### config.mk
export PLATFORM = sky130hd
export DESIGN_NAME = mdc_clkgen
export DESIGN_NICKNAME = d
export VERILOG_FILES = /design/src/rtl/mdc_clkgen_pkg.sv /design/src/rtl/mdc_code_hold.sv /design/src/rtl/mdc_phase_cnt.sv /design/src/rtl/mdc_edge_out.sv /design/src/rtl/mdc_clkgen.sv
export SDC_FILE = /design/constraint.sdc
export NUM_CORES = 1
export LEC_CHECK = 0
export BUFFER_PORTS_ARGS = -buffer_cell sky130_fd_sc_hd__clkbuf_2
export CORE_AREA = 3 3 47 49
export CTS_BUF_LIST = sky130_fd_sc_hd__clkbuf_16
export DETAILED_ROUTE_END_ITERATION = 16
export DIE_AREA = 0 0 50 52
export PLACE_DENSITY = 0.74
export SYNTH_ARGS = -nofsm -noshare
export SYNTH_HDL_FRONTEND = slang
export SYNTH_SLANG_ARGS = --single-unit
export TNS_END_PERCENT = 5
### constraint.sdc
create_clock -name clk -period 9.5 [get_ports clk]
set_input_delay 2.85 -clock clk [delete_from_list [all_inputs] [get_ports clk]]
set_output_delay 2.85 -clock clk [all_outputs]
set_load 0.005 [all_outputs]
### src/rtl/mdc_clkgen_pkg.sv
package mdc_clkgen_pkg;

  localparam int CODE_W = 3;
  localparam int DIV_W  = 8;

  typedef logic [CODE_W-1:0] div_code_t;
  typedef logic [DIV_W-1:0]  div_cnt_t;

  // Ratio table: powers of two for low codes, mixed steps above.
  function automatic div_cnt_t divisor_of(input div_code_t code);
    div_cnt_t n;
    case (code)
      3'd0:    n = 8'd8;
      3'd1:    n = 8'd16;
      3'd2:    n = 8'd32;
      3'd3:    n = 8'd48;
      3'd4:    n = 8'd64;
      3'd5:    n = 8'd96;
      3'd6:    n = 8'd128;
      default: n = 8'd224;
    endcase
    return n;
  endfunction

endpackage

### src/rtl/mdc_code_hold.sv
module mdc_code_hold
  import mdc_clkgen_pkg::*;
#(
  parameter div_code_t RST_CODE = 3'd3
) (
  input  logic      clk,
  input  logic      rst,
  input  logic      load,
  input  div_code_t code_in,
  output div_cnt_t  half_o,
  output div_cnt_t  last_o
);

  div_code_t code_q;
  div_cnt_t  full_n;

  // Latched code; only reloaded on a period boundary.
  always_ff @(posedge clk) begin
    if (rst)       code_q <= RST_CODE;
    else if (load) code_q <= code_in;
  end

  always_comb begin
    full_n = divisor_of(code_q);
    half_o = full_n >> 1;
    last_o = full_n - div_cnt_t'(1);
  end

endmodule

### src/rtl/mdc_phase_cnt.sv
module mdc_phase_cnt
  import mdc_clkgen_pkg::*;
(
  input  logic     clk,
  input  logic     rst,
  input  logic     start,
  input  logic     run,
  input  div_cnt_t last_i,
  output div_cnt_t cnt_nxt_o,
  output logic     wrap_o
);

  div_cnt_t cnt_q;

  assign wrap_o = run && (cnt_q == last_i);

  always_comb begin
    if (start)       cnt_nxt_o = '0;
    else if (run)    cnt_nxt_o = wrap_o ? '0 : cnt_q + div_cnt_t'(1);
    else             cnt_nxt_o = '0;
  end

  always_ff @(posedge clk) begin
    if (rst) cnt_q <= '0;
    else     cnt_q <= cnt_nxt_o;
  end

endmodule

### src/rtl/mdc_edge_out.sv
module mdc_edge_out
  import mdc_clkgen_pkg::*;
(
  input  logic     clk,
  input  logic     rst,
  input  logic     busy,
  input  logic     start,
  input  div_cnt_t cnt_nxt,
  input  div_cnt_t half_i,
  output logic     mdc_o,
  output logic     rise_o,
  output logic     fall_o
);

  logic mdc_d;

  always_comb begin
    if (!busy)      mdc_d = 1'b0;
    else if (start) mdc_d = 1'b1;
    else            mdc_d = (cnt_nxt < half_i);
  end

  always_ff @(posedge clk) begin
    if (rst) begin
      mdc_o  <= 1'b0;
      rise_o <= 1'b0;
      fall_o <= 1'b0;
    end else begin
      mdc_o  <= mdc_d;
      rise_o <= mdc_d & ~mdc_o;
      fall_o <= ~mdc_d & mdc_o;
    end
  end

endmodule

### src/rtl/mdc_clkgen.sv
module mdc_clkgen
  import mdc_clkgen_pkg::*;
#(
  parameter div_code_t RST_CODE = 3'd3
) (
  input  logic             clk,
  input  logic             rst,
  input  logic [CODE_W-1:0] div_code,
  input  logic             mdio_busy,
  output logic             mdc,
  output logic             mdc_rise,
  output logic             mdc_fall
);

  logic     busy_q;
  logic     start;
  logic     run;
  logic     wrap;
  div_cnt_t half_n;
  div_cnt_t last_n;
  div_cnt_t cnt_nxt;

  always_ff @(posedge clk) begin
    if (rst) busy_q <= 1'b0;
    else     busy_q <= mdio_busy;
  end

  assign start = mdio_busy & ~busy_q;
  assign run   = mdio_busy & busy_q;

  mdc_code_hold #(.RST_CODE(RST_CODE)) code_i (
    .clk     (clk),
    .rst     (rst),
    .load    (wrap),
    .code_in (div_code),
    .half_o  (half_n),
    .last_o  (last_n)
  );

  mdc_phase_cnt cnt_i (
    .clk       (clk),
    .rst       (rst),
    .start     (start),
    .run       (run),
    .last_i    (last_n),
    .cnt_nxt_o (cnt_nxt),
    .wrap_o    (wrap)
  );

  mdc_edge_out out_i (
    .clk     (clk),
    .rst     (rst),
    .busy    (mdio_busy),
    .start   (start),
    .cnt_nxt (cnt_nxt),
    .half_i  (half_n),
    .mdc_o   (mdc),
    .rise_o  (mdc_rise),
    .fall_o  (mdc_fall)
  );

endmodule

==> metrics.cfg <==
[cts]
clock_latency_ns = 0.24
cts_hold_buf = 0
cts-root-buf = clkbuf_16
postCtsSetupBuffers = 0
clockBufferDepth = 2
cts_made_buffers = 3
htree_levels = 1
cts_tree = built
cts.sinks = 15
ctsResizeCount = 0
clk_pin_slew_ns = 0.04

[routing]
first_pass_iters = 4
wl_per_cell_um = 14.4
ant_nets = 0
wirelength_mm = 2.13
viasPerCell = 5.79
drt_iter0_drc = 11
dr_total_vias = 857
drc = 0

[timing]
tightest_slew_ns = 0.473
slew_headroom_pct = 68.4
finalHoldViolCount = 0
fin_worst_skew_ns = 0.00103
fin_setup_tns_ns = 0
fmax_mhz = 218
setup_viol = 0
slew_violations = 0
hold_ws_ns = 0.462
timing.final.crit_share_pct = 48.3
fin_crit_ns = 4.59
rsz0062_at_grt = no

[yosys]
synthDistinctLibCells = 43
synthCells = 114
synth-xor-area-share_pct = 9.54
synth.avg_cell_area_um2 = 9.32
synth-adder-area-share_pct = 7.07
netlist_area_mm2 = 0.00106
synth-simple-area-share_pct = 29.1
synth_top_family_by_area = simple AND/OR/NAND/NOR gates
ys_ff_latch = 15
yosys_warnings = 0
seq_area_frac_synth_pct = 28.3
synth_fp_nets = 126
synth_compound_area_share_pct = 20.3
synth_mux_area_share_pct = 0

[power]
p_int_w = 0.000122
leakage_nw = 0.485
switching_share_pct = 18.0
power_density_mw_per_mm2 = 126
power_w = 0.000148
p_clk_share_pct = 52.5
p_comb_share_pct = 3.8
ir_drop_mv = 0.115
p_seq_share_pct = 43.7
power.switching_w = 0.0000266

[global_routing]
grt_antenna_before_repair = 0
first_global_vias = 859
grt_max_degree = 14
grt.total_usage_pct = 20.3
grt_pass1_wl_mm = 3.97
grt-ovfl-total = 0

[finish]
nets = 134
instances_no_fill = 148
areaGrowthSynthToFinish_pct = 10.7
diodes = 0
drive_gt1_share_pct = 20.7
final_core_util_pct = 61.8

[worst_hold_path]
hold_path_class = reg2reg

[setup_path]
cpPeakStageDelay_ns = 0.37
worstPathRequired_ns = 9.61
crit_type = in2reg
cp-end-kind = flop
cp-start-kind = input pin
cpMaxStageDelayCell = a2111oi_1
cp.arrival_ns = 4.70
cpMostUsedCell = a21o_1
worst-path-max-fanout = 9
cp_cell_sequence = clkbuf_2 -> and2_1 -> o21ai_4 -> nor2_1 -> ha_1 -> a21o_1 -> a21o_1 -> a22o_1 -> a2111oi_1

[run_status]
outcome = complete, no violations

[die]
start_util_pct = 55.9
dieArea_mm2 = 0.00260
core_area_mm2 = 0.00190
die_h_um = 52
dieWidth_um = 50
ios = 9
placementRows = 16

[placed_design]
port_buffers = 8
dpl.cell_count = 144
dpl.hpwl_mm = 1.62
gp_congestion = 0.900

[job]
maxCapViolations = 0

-- power by group through the flow --
| stage | Combinational [W] | Sequential [W] | Clock [W] |
|---|---|---|---|
| after CTS | 0.00000571 | 0.0000648 | 0.0000792 |
| after global routing | 0.00000635 | 0.0000648 | 0.0000838 |
| final | 0.00000563 | 0.0000648 | 0.0000778 |
| after detailed placement | 0.00000558 | 0.0000659 | 0 |
| after global placement | 0.00000557 | 0.0000659 | 0 |
| after floorplan | 0.00000358 | 0.0000658 | 0 |
-- critical path, delay by kind of cell --
family                   cells  cell delay (ns)
buffers and inverters        1             0.11
adder cells (fa/ha/maj)      1             0.26
AO/OA/AOI/OAI                5             1.10
AND/OR/NAND/NOR              2             0.37
-- through the flow --
stage	area, um2	setup WS (ns)
5_1_grt	1180	4.73
3_5_place_dp	1100	4.69
2_1_floorplan	1060	5.02
3_3_place_gp	1100	4.85
4_1_cts	1180	4.90
6_report	1180	4.91
-- placed cells by master, fill, tap and decap left out, types with 2 or more instances in the layout --
cell type / instances
o21ai_0: 2
a21o_1: 2
o31ai_1: 3
clkbuf_2: 8
inv_1: 7
and3_1: 2
ha_1: 6
dfxtp_1: 15
xnor2_1: 4
xor2_1: 5
nand2_1: 6
clkbuf_16: 3
nand3_1: 6
nand4_1: 4
a21oi_1: 4
nor3_1: 3
and3_2: 2
nor2_1: 10
or2b_1: 2
nor3_2: 5
nor2b_1: 2
-- worst paths after layout --
kind | startpoint | depth (start not counted) | slack [ns] | end
worst max-delay path | mdio_busy | 9 | 4.91 | out_i.rise_o$_SDFF_PP0_
worst min-delay path | cnt_i.cnt_q[0]$_SDFF_PP0_ | 1 | 0.46 | cnt_i.cnt_q[0]$_SDFF_PP0_
worst max register to register | code_i.code_q[1]$_SDFFE_PP1P_ | 12 | 5.82 | out_i.rise_o$_SDFF_PP0_
worst min register to register | cnt_i.cnt_q[0]$_SDFF_PP0_ | 1 | 0.46 | cnt_i.cnt_q[0]$_SDFF_PP0_
-- registers in the layout, indices dropped and copies added (netlist names) --
| signal | flops |
|---|---|
| cnt_i.cnt_q | 8 |
| code_i.code_q | 3 |
| busy_q | 1 |
| out_i.fall_o | 1 |
| out_i.mdc_o | 1 |
| out_i.rise_o | 1 |
-- metal layers --
layer,vias to the layer above,wire length (um),track usage (%)
met3,7,38,3.44
met2,12,1030,32.2
met1,405,1000,25.8
met4,0,61,11.5
met5,-,0,0
li1,433,-,-
-- area by class of cell --
type	instances	area, um2
multi-input combinational	88	701
tap	27	33.8
timing repair buffer	8	40.0
clock buffer	3	75.1
fill	160	726
sequential	15	300
clock inverter	1	3.75
inverter	6	22.5
-- synthesized netlist by cell type, drive strengths merged --
master   number  area [um2]
dfxtp        15         300
nor2         10        37.5
nor3          8        65.1
ha            6        75.1
inv           6        22.5
nand2         6        22.5
nand3         6        30.0
a21oi         5        36.3
and3          5        38.8
xor2          5        43.8
buf           4        31.3
nand4         4        25.0
o31ai         4        35.0
xnor2         4        35.0
o21ai         3        26.3
a21o          2        15.0
nor2b         2        12.5
nor4          2        27.5
or2b          2        15.0
a2111oi       1        10.0
a211oi        1        7.51
a22o          1        8.76
and2          1        6.26
and2b         1        7.51
clkbuf        1        7.51
nand2b        1        6.26
nor4b         1        8.76
o211a         1        10.0
o211ai        1        7.51
o221ai        1        8.76
o32a          1        22.5
o32ai         1        27.5
or3           1        6.26
xnor3         1        22.5
-- kinds of logic after synthesis --
| family | Yosys count |
|---|---|
| AND/OR/NAND/NOR | 50 |
| AO/OA/AOI/OAI | 22 |
| flip-flops | 15 |
| buffers and inverters | 11 |
| XOR/XNOR | 10 |
| adder cells (fa/ha/maj) | 6 |
Note: power is estimated with default switching activity, not from simulation.
